## config.mk

```make
export PLATFORM = sky130hd
export DESIGN_NAME = card_fifo_engine
export DESIGN_NICKNAME = d
export VERILOG_FILES = /design/src/rtl/card_fifo_pkg.sv /design/src/rtl/card_word_fifo.sv /design/src/rtl/card_lane_engine.sv /design/src/rtl/card_irq_gen.sv /design/src/rtl/card_fifo_engine.sv
export SDC_FILE = /design/constraint.sdc
export NUM_CORES = 1
export LEC_CHECK = 0
export BUFFER_PORTS_ARGS = -buffer_cell sky130_fd_sc_hd__buf_2
export CELL_PAD_IN_SITES_DETAIL_PLACEMENT = 0
export CELL_PAD_IN_SITES_GLOBAL_PLACEMENT = 1
export CORE_MARGIN = 4
export CORE_UTILIZATION = 53
export DETAILED_ROUTE_END_ITERATION = 6
export GPL_ROUTABILITY_DRIVEN = 0
export PLACE_DENSITY_LB_ADDON = 0.08
export SLEW_MARGIN = 20
export SYNTH_ARGS = -nofsm -noshare
export SYNTH_HDL_FRONTEND = slang
export SYNTH_SLANG_ARGS = --single-unit
```

## constraint.sdc

```tcl
create_clock -name clk -period 6.8 [get_ports clk]
set_input_delay 0.68 -clock clk [delete_from_list [all_inputs] [get_ports clk]]
set_output_delay 0.68 -clock clk [all_outputs]
set_load 0.01 [all_outputs]
```

## src/rtl/card_fifo_pkg.sv

```systemverilog
package card_fifo_pkg;
  localparam int DATA_W = 32;
  localparam int BPW    = DATA_W / 8;
  localparam int LANE_W = $clog2(BPW);
  localparam int ADDR_W = 12;
  localparam int NIRQ   = 2;

  localparam logic [ADDR_W-1:0] OFS_LEN   = 12'h028;
  localparam logic [ADDR_W-1:0] OFS_CTRL  = 12'h02C;
  localparam logic [ADDR_W-1:0] OFS_CNT   = 12'h030;
  localparam logic [ADDR_W-1:0] OFS_STAT  = 12'h034;
  localparam logic [ADDR_W-1:0] OFS_SCLR  = 12'h038;
  localparam logic [ADDR_W-1:0] OFS_MASK0 = 12'h03C;
  localparam logic [ADDR_W-1:0] OFS_FCNT  = 12'h048;
  localparam logic [ADDR_W-1:0] WIN_BASE  = 12'h080;
  localparam logic [ADDR_W-1:0] WIN_TOP   = 12'h0BC;

  localparam int CTRL_EN  = 0;
  localparam int CTRL_RD  = 1;
  localparam int STAT_END = 0;
endpackage

```

## src/rtl/card_word_fifo.sv

```systemverilog
module card_word_fifo #(
  parameter int DEPTH = 16,
  parameter int W     = 32
) (
  input  logic         clk,
  input  logic         rst_ni,
  input  logic         push_i,
  input  logic [W-1:0] din_i,
  input  logic         pop_i,
  output logic [W-1:0] head_o,
  output logic         full_o,
  output logic         empty_o
);
  localparam int PTR_W = $clog2(DEPTH);
  localparam int CNT_W = $clog2(DEPTH + 1);

  logic [W-1:0]     mem_q [DEPTH];
  logic [PTR_W-1:0] wr_q, wr_d, rd_q, rd_d;
  logic [CNT_W-1:0] cnt_q, cnt_d;

  always_comb begin
    wr_d  = wr_q;
    rd_d  = rd_q;
    cnt_d = cnt_q;
    if (push_i) wr_d = (wr_q == PTR_W'(DEPTH - 1)) ? '0 : wr_q + PTR_W'(1);
    if (pop_i)  rd_d = (rd_q == PTR_W'(DEPTH - 1)) ? '0 : rd_q + PTR_W'(1);
    if (push_i && !pop_i) cnt_d = cnt_q + CNT_W'(1);
    if (pop_i && !push_i) cnt_d = cnt_q - CNT_W'(1);
  end

  always_ff @(posedge clk or negedge rst_ni) begin
    if (!rst_ni) begin
      wr_q  <= '0;
      rd_q  <= '0;
      cnt_q <= '0;
    end else begin
      if (push_i) wr_q <= wr_d;
      if (pop_i)  rd_q <= rd_d;
      if (push_i != pop_i) cnt_q <= cnt_d;
    end
  end

  always_ff @(posedge clk) begin
    if (push_i) mem_q[wr_q] <= din_i;
  end

  assign head_o  = mem_q[rd_q];
  assign full_o  = (cnt_q == CNT_W'(DEPTH));
  assign empty_o = (cnt_q == '0);

  AST_NO_OVERFLOW: assert property (@(posedge clk) disable iff (!rst_ni)
    push_i |-> !full_o);
  AST_NO_UNDERFLOW: assert property (@(posedge clk) disable iff (!rst_ni)
    pop_i |-> !empty_o);
endmodule

```

## src/rtl/card_lane_engine.sv

```systemverilog
module card_lane_engine
  import card_fifo_pkg::*;
(
  input  logic              clk,
  input  logic              rst_ni,
  input  logic              start_i,
  input  logic              run_i,
  input  logic              dir_rd_i,
  input  logic              cnt_zero_i,
  input  logic              cnt_last_i,
  input  logic              hold_i,
  input  logic              fifo_full_i,
  input  logic              fifo_empty_i,
  input  logic [DATA_W-1:0] fifo_head_i,
  input  logic              host_push_i,
  input  logic              host_pop_i,
  input  logic              rx_valid_i,
  input  logic [7:0]        rx_data_i,
  output logic              rx_ready_o,
  output logic              tx_valid_o,
  output logic [7:0]        tx_data_o,
  input  logic              tx_ready_i,
  output logic              byte_take_o,
  output logic              push_req_o,
  output logic [DATA_W-1:0] push_data_o,
  output logic              pop_req_o
);
  logic [LANE_W-1:0] lane_q, lane_d;
  logic [DATA_W-1:0] pack_q, pack_d;
  logic rx_take, tx_take, word_end;

  assign rx_ready_o  = run_i && dir_rd_i && !cnt_zero_i && !hold_i && !fifo_full_i && !host_push_i;
  assign tx_valid_o  = run_i && !dir_rd_i && !cnt_zero_i && !fifo_empty_i && !host_pop_i;
  assign tx_data_o   = fifo_head_i[{lane_q, 3'b000} +: 8];
  assign rx_take     = rx_ready_o && rx_valid_i;
  assign tx_take     = tx_valid_o && tx_ready_i;
  assign byte_take_o = rx_take || tx_take;
  assign word_end    = byte_take_o && ((lane_q == LANE_W'(BPW - 1)) || cnt_last_i);
  assign push_data_o = pack_q | (DATA_W'(rx_data_i) << {lane_q, 3'b000});
  assign push_req_o  = rx_take && word_end;
  assign pop_req_o   = tx_take && word_end;

  always_comb begin
    lane_d = lane_q;
    pack_d = pack_q;
    if (start_i) begin
      lane_d = '0;
      pack_d = '0;
    end else if (byte_take_o) begin
      lane_d = word_end ? '0 : lane_q + LANE_W'(1);
      if (rx_take) pack_d = word_end ? '0 : push_data_o;
    end
  end

  always_ff @(posedge clk or negedge rst_ni) begin
    if (!rst_ni) begin
      lane_q <= '0;
      pack_q <= '0;
    end else if (start_i || byte_take_o) begin
      lane_q <= lane_d;
      pack_q <= pack_d;
    end
  end

  AST_ONE_DIRECTION: assert property (@(posedge clk) disable iff (!rst_ni)
    !(rx_take && tx_take));
  AST_WORD_RESTART: assert property (@(posedge clk) disable iff (!rst_ni)
    (push_req_o || pop_req_o) && !start_i |=> lane_q == '0);
endmodule

```

## src/rtl/card_irq_gen.sv

```systemverilog
module card_irq_gen #(
  parameter int N = 2,
  parameter int W = 32
) (
  input  logic             clk,
  input  logic             rst_ni,
  input  logic [W-1:0]     status_i,
  input  logic [N-1:0][W-1:0] mask_i,
  output logic [N-1:0]     irq_o
);
  logic [N-1:0] irq_d, irq_q;

  for (genvar i = 0; i < N; i++) begin : g_line
    assign irq_d[i] = |(status_i & mask_i[i]);

    AST_IRQ_RAISE: assert property (@(posedge clk) disable iff (!rst_ni)
      (|(status_i & mask_i[i])) |=> irq_o[i]);
  end

  always_ff @(posedge clk or negedge rst_ni) begin
    if (!rst_ni) irq_q <= '0;
    else         irq_q <= irq_d;
  end

  assign irq_o = irq_q;
endmodule

```

## src/rtl/card_fifo_engine.sv

```systemverilog
module card_fifo_engine
  import card_fifo_pkg::*;
#(
  parameter int FIFO_DEPTH = 16,
  parameter int CNT_W      = 16
) (
  input  logic              clk,
  input  logic              rst_n,
  input  logic              bus_sel_i,
  input  logic              bus_wr_i,
  input  logic [ADDR_W-1:0] bus_addr_i,
  input  logic [DATA_W-1:0] bus_wdata_i,
  output logic [DATA_W-1:0] bus_rdata_o,
  input  logic              card_rx_valid_i,
  input  logic [7:0]        card_rx_data_i,
  output logic              card_rx_ready_o,
  output logic              card_tx_valid_o,
  output logic [7:0]        card_tx_data_o,
  input  logic              card_tx_ready_i,
  output logic [NIRQ-1:0]   irq_o
);
  // reset: asserted asynchronously, released after two clocks
  logic [1:0] rst_sync_q;
  logic       rst_ni;
  always_ff @(posedge clk or negedge rst_n) begin
    if (!rst_n) rst_sync_q <= '0;
    else        rst_sync_q <= {rst_sync_q[0], 1'b1};
  end
  assign rst_ni = rst_sync_q[1];

  logic [CNT_W-1:0]  len_q, len_d, cnt_q, cnt_d;
  logic [7:0]        ctrl_q, ctrl_d;
  logic [DATA_W-1:0] status_q, status_d;
  logic [NIRQ-1:0][DATA_W-1:0] mask_q, mask_d;
  logic              hold_q, hold_d;

  logic host_wr, host_rd, in_win, ctrl_we, len_we, sclr_we, start, poll;
  logic cnt_zero, cnt_last, en, host_push, host_pop;
  logic fifo_full, fifo_empty, fifo_push, fifo_pop;
  logic [DATA_W-1:0] fifo_head, fifo_din, lane_push_data;
  logic lane_push, lane_pop, byte_take;
  logic [NIRQ-1:0] mask_we;
  logic [CNT_W:0] words_left;

  assign host_wr   = bus_sel_i && bus_wr_i;
  assign host_rd   = bus_sel_i && !bus_wr_i;
  assign in_win    = (bus_addr_i >= WIN_BASE) && (bus_addr_i <= WIN_TOP);
  assign ctrl_we   = host_wr && (bus_addr_i == OFS_CTRL);
  assign len_we    = host_wr && (bus_addr_i == OFS_LEN);
  assign sclr_we   = host_wr && (bus_addr_i == OFS_SCLR);
  assign start     = ctrl_we && bus_wdata_i[CTRL_EN];
  assign poll      = host_rd && ((bus_addr_i == OFS_STAT) || (bus_addr_i == OFS_FCNT));
  assign cnt_zero  = (cnt_q == '0);
  assign cnt_last  = (cnt_q == CNT_W'(1));
  assign en        = ctrl_q[CTRL_EN];
  assign host_push = host_wr && in_win && !cnt_zero && !fifo_full;
  assign host_pop  = host_rd && in_win && !fifo_empty;
  assign fifo_push = host_push || lane_push;
  assign fifo_din  = host_push ? bus_wdata_i : lane_push_data;
  assign fifo_pop  = host_pop || lane_pop;
  assign words_left = ({1'b0, cnt_q} + (CNT_W+1)'(BPW - 1)) >> LANE_W;

  card_word_fifo #(.DEPTH(FIFO_DEPTH), .W(DATA_W)) u_fifo (
    .clk(clk), .rst_ni(rst_ni),
    .push_i(fifo_push), .din_i(fifo_din), .pop_i(fifo_pop),
    .head_o(fifo_head), .full_o(fifo_full), .empty_o(fifo_empty)
  );

  card_lane_engine u_lane (
    .clk(clk), .rst_ni(rst_ni),
    .start_i(start), .run_i(en), .dir_rd_i(ctrl_q[CTRL_RD]),
    .cnt_zero_i(cnt_zero), .cnt_last_i(cnt_last), .hold_i(hold_q),
    .fifo_full_i(fifo_full), .fifo_empty_i(fifo_empty), .fifo_head_i(fifo_head),
    .host_push_i(host_push), .host_pop_i(host_pop),
    .rx_valid_i(card_rx_valid_i), .rx_data_i(card_rx_data_i), .rx_ready_o(card_rx_ready_o),
    .tx_valid_o(card_tx_valid_o), .tx_data_o(card_tx_data_o), .tx_ready_i(card_tx_ready_i),
    .byte_take_o(byte_take), .push_req_o(lane_push), .push_data_o(lane_push_data),
    .pop_req_o(lane_pop)
  );

  card_irq_gen #(.N(NIRQ), .W(DATA_W)) u_irq (
    .clk(clk), .rst_ni(rst_ni), .status_i(status_q), .mask_i(mask_q), .irq_o(irq_o)
  );

  // next-state logic
  always_comb begin
    len_d    = len_we ? bus_wdata_i[CNT_W-1:0] : len_q;
    cnt_d    = cnt_q;
    if (start)          cnt_d = len_q;
    else if (byte_take) cnt_d = cnt_q - CNT_W'(1);
    ctrl_d   = ctrl_q;
    if (ctrl_we)                          ctrl_d = bus_wdata_i[7:0];
    else if (en && cnt_zero && fifo_empty) ctrl_d[CTRL_EN] = 1'b0;
    status_d = status_q;
    if (sclr_we)       status_d = status_q & ~bus_wdata_i;
    if (en && cnt_zero) status_d[STAT_END] = 1'b1;
    hold_d   = hold_q;
    if (host_pop)  hold_d = 1'b1;
    else if (poll) hold_d = 1'b0;
    for (int i = 0; i < NIRQ; i++) begin
      mask_we[i] = host_wr && (bus_addr_i == ADDR_W'(OFS_MASK0 + 4 * i));
      mask_d[i]  = mask_we[i] ? bus_wdata_i : mask_q[i];
    end
  end

  always_ff @(posedge clk or negedge rst_ni) begin
    if (!rst_ni) begin
      len_q    <= '0;
      cnt_q    <= '0;
      ctrl_q   <= '0;
      status_q <= '0;
      mask_q   <= '0;
      hold_q   <= 1'b0;
    end else begin
      if (len_we)                  len_q    <= len_d;
      if (start || byte_take)      cnt_q    <= cnt_d;
      if (ctrl_we || en)           ctrl_q   <= ctrl_d;
      if (sclr_we || en)           status_q <= status_d;
      if (host_pop || poll)        hold_q   <= hold_d;
      if (|mask_we)                mask_q   <= mask_d;
    end
  end

  // register read
  always_comb begin
    bus_rdata_o = '0;
    case (bus_addr_i)
      OFS_LEN:  bus_rdata_o = DATA_W'(len_q);
      OFS_CTRL: bus_rdata_o = DATA_W'(ctrl_q);
      OFS_CNT:  bus_rdata_o = DATA_W'(cnt_q);
      OFS_STAT: bus_rdata_o = status_q;
      OFS_FCNT: bus_rdata_o = DATA_W'(words_left);
      default: begin
        for (int i = 0; i < NIRQ; i++)
          if (bus_addr_i == ADDR_W'(OFS_MASK0 + 4 * i)) bus_rdata_o = mask_q[i];
        if (in_win && !fifo_empty) bus_rdata_o = fifo_head;
      end
    endcase
  end

  AST_CTRL_LOAD: assert property (@(posedge clk) disable iff (!rst_ni)
    ctrl_we |=> ctrl_q == $past(bus_wdata_i[7:0]));
  AST_CNT_STEP: assert property (@(posedge clk) disable iff (!rst_ni)
    byte_take && !start |=> cnt_q == $past(cnt_q) - CNT_W'(1));
  AST_END_SET: assert property (@(posedge clk) disable iff (!rst_ni)
    en && cnt_zero |=> status_q[STAT_END]);
  AST_IDLE_CLEAR: assert property (@(posedge clk) disable iff (!rst_ni)
    en && cnt_zero && fifo_empty && !ctrl_we |=> !ctrl_q[CTRL_EN]);
  AST_HOLD_BLOCKS_RX: assert property (@(posedge clk) disable iff (!rst_ni)
    hold_q |-> !card_rx_ready_o);
  AST_HOLD_RELEASE: assert property (@(posedge clk) disable iff (!rst_ni)
    poll |=> !hold_q);
  AST_EMPTY_READ_ZERO: assert property (@(posedge clk) disable iff (!rst_ni)
    host_rd && in_win && fifo_empty |-> bus_rdata_o == '0);
  AST_EMPTY_READ_NO_HOLD: assert property (@(posedge clk) disable iff (!rst_ni)
    host_rd && in_win && fifo_empty && !hold_q |=> !hold_q);
endmodule

```

==> flow_summary.ini <==
[route]
drc = 7
ant_nets = 0
vias = 18000
drt_iter0_drc = 1750
detail_route.wl_per_cell_um = 30.5
drtPass1Iterations = 7
drt-total-wl_um = 83700
viasPerCell = 6.55

[cts]
numCtsBuffers = 74
cts_sinks = 700
clock_latency_ps = 620
root_buffer = clkbuf_16
clk_pin_slew_ps = 60
clockBufferDepth = 3
htreeDepth = 3
cts_tree = done

[synth]
avgSynthCellArea_um2 = 16.1
syn_nets = 1906
seq_area_frac_synth_pct = 67.9
synth_cells = 1835
synthesis.area_mm2 = 0.0296
synth_edf_count = 512
synthFlopType = edfxtp_1
async_flop_share_pct = 26.9
ys_types = 81
ys_warn_count = 0
ys_ff_latch = 700

[critical_path]
crit_chain = buf_4 > mux4_2 > mux2_2 > o21ai_0 > o22ai_1 > a221o_1 > buf_2
startpoint_type = flop
crit_required_ps = 6120
path_class = reg -> out
cp-end-kind = output port
slowest_stage = dfrtp_4
cp.arrival_ps = 4110
crit_fanout = 41
critPathMaxStageDelay_ps = 820

[floorplanning]
die_area_mm2 = 0.0597
rows = 86
die_x_um = 244
fp.dieH_um = 244
core_mm2 = 0.0552
ios = 102
initial_core_util_pct = 53.6

[worst_hold_path]
min_path_type = in -> reg

[run]
maxCapViolations = 0

[status]
violations = DRC
status = complete, but fails checks

[sta]
clock.fmax_mhz = 209
tns_ps = 0
worst_slack_ps = 2010
slew_violations = 0
worst_slew_pin_slew_ps = 1100
hold_violations = 0
slew_headroom_pct = 27.0
post-route-period-util_pct = 70.4
grt_setup_unrepaired = false
post-route-min-period_ps = 4790
timing.hold.ws_ps = 299
setup_viol = 0
fin_skew_ps = 45.2

[layout]
fin_nets = 2008
final_area_mm2 = 0.0333
syn_to_final_growth_pct = 12.6
final-instance-count-excl-fill = 2742
n_antenna_cell = 0
finish.utilization_pct = 60.3
drive_gt1_share_pct = 26.4

[place]
placed_cell_area_mm2 = 0.0309
hpwlAfterDp_um = 54400
place_inst = 2606
io_buffers = 101
place_ws_ps = 2420

[power]
report.power.total_mw = 12.2
p_leak_nw = 12.0
p_per_area_mw_per_mm2 = 366
ir_drop_mv = 0.261

[global_routing]
antenna_found_initial = 1
grt_pass1_wl_um = 123000
grt_max_degree = 124
grt_pass1_vias = 18000
grt_overflow_total = 0
grtUsageTotal_pct = 28.2
## area by class of cell
class,count,area [µm²]
fillers,4222,21900
clock inverters,29,284
flip-flops and latches,700,20100
clock buffers,104,2040
well taps,748,936
repair buffers,140,842
multi-input cells,979,8960
inverters,42,158
## cells in the mapped netlist, drive strengths merged, types with 7 or more instances
cell type / n / area share, %
a211oi: 26 / 0.66
a21boi: 31 / 0.79
a21o: 12 / 0.30
a21oi: 106 / 1.8
a221o: 11 / 0.37
a221oi: 11 / 0.33
a222oi: 26 / 0.88
a22o: 10 / 0.30
a22oi: 35 / 0.89
and2: 9 / 0.19
and3: 17 / 0.36
buf: 58 / 1.1
clkbuf: 56 / 0.71
dfrtp: 188 / 16
edfxtp: 512 / 52
ha: 12 / 0.51
inv: 42 / 0.53
mux2: 92 / 3.5
mux2i: 7 / 0.24
mux4: 128 / 9.7
nand2: 63 / 0.82
nand2b: 7 / 0.15
nand3: 20 / 0.36
nand4: 18 / 0.40
nor2: 96 / 1.2
nor3: 18 / 0.37
nor4: 10 / 0.33
o211ai: 13 / 0.33
o21ai: 58 / 0.99
o221ai: 12 / 0.36
o22a: 12 / 0.36
o22ai: 35 / 0.74
xnor2: 18 / 0.53
xor2: 7 / 0.21
## per-layer routing
metal  vias up  global-route usage [%]  routed length, µm
li1       7582                       -                  -
met1      9433                    38.4              33800
met2       748                    44.1              39500
met3       202                    6.13               5960
met4         0                    13.0               4440
met5         -                       0                  0
## timing repair
item,4_1_cts,5_1_grt
endpoints found under the setup margin,0,0
hold buffers,1,0
buffers inserted,0,0
gates resized for setup,0,0
endpoints found under the hold margin,2,0
## logic make-up (layout without fill, tap and decap cells)
group | Yosys count | count (layout) | synth area share (%)
other | 1 | 1 | 0.0127
buffers and inverters | 156 | 315 | 2.35
AND/OR/NAND/NOR | 287 | 287 | 4.96
XOR/XNOR | 25 | 25 | 0.740
multiplexers | 227 | 227 | 13.5
adder cells (fa/ha/maj) | 13 | 13 | 0.575
flip-flops | 700 | 700 | 67.9
AO/OA/AOI/OAI | 426 | 426 | 10.0
## worst paths after layout
check,start,to,slack (ps),cells past startpoint
max,u_fifo.rd_q[2]$_DFFE_PN0P_,card_tx_data_o[6],2010,7
min,bus_wdata_i[16],status_q[16]$_DFFE_PN0P_,300,2
max reg2reg,cnt_q[10]$_DFFE_PN0P_,u_fifo.mem_q[3][26]$_DFFE_PP_,2890,6
min reg2reg,rst_sync_q[0]$_DFF_PN0_,rst_sync_q[1]$_DFF_PN0_,360,0
max in group asynchronous,rst_sync_q[1]$_DFF_PN0_,status_q[8]$_DFFE_PN0P_,5140,1
min in group asynchronous,rst_n,rst_sync_q[1]$_DFF_PN0_,410,2
## placed cells by master, fill, tap and decap left out, drive strengths merged, types with 12 or more instances in the layout
cell type	count
edfxtp	512
dfrtp	188
buf	139
mux4	128
a21oi	106
clkbuf	104
nor2	96
mux2	92
nand2	63
o21ai	58
inv	46
o22ai	35
a22oi	35
a21boi	31
a211oi	26
a222oi	26
clkinv	22
nand3	20
xnor2	18
nand4	18
nor3	18
and3	17
o211ai	13
a21o	12
o22a	12
o221ai	12
ha	12
## state kept, by name (all words and copies together) (netlist names)
register / count
u_fifo.mem_q: 512
mask_q: 64
status_q: 32
u_lane.pack_q: 32
cnt_q: 16
len_q: 16
ctrl_q: 8
u_fifo.cnt_q: 5
u_fifo.rd_q: 4
u_fifo.wr_q: 4
rst_sync_q: 2
u_irq.irq_o: 2
u_lane.lane_q: 2
hold_q: 1
## critical path: cells and delay by family (launching register included)
kind            cells  cell delay [ps]
compound gates      3             1240
buf+inv             2              740
mux                 2              670
flops               1              820
## power breakdown
group	switching, mW	leakage (nW)	internal (mW)
combinational	1.90	3.64	1.21
sequential	0.323	7.24	4.88
clock	1.66	1.13	2.22
No activity file was read; power rests on OpenSTA's default activity.
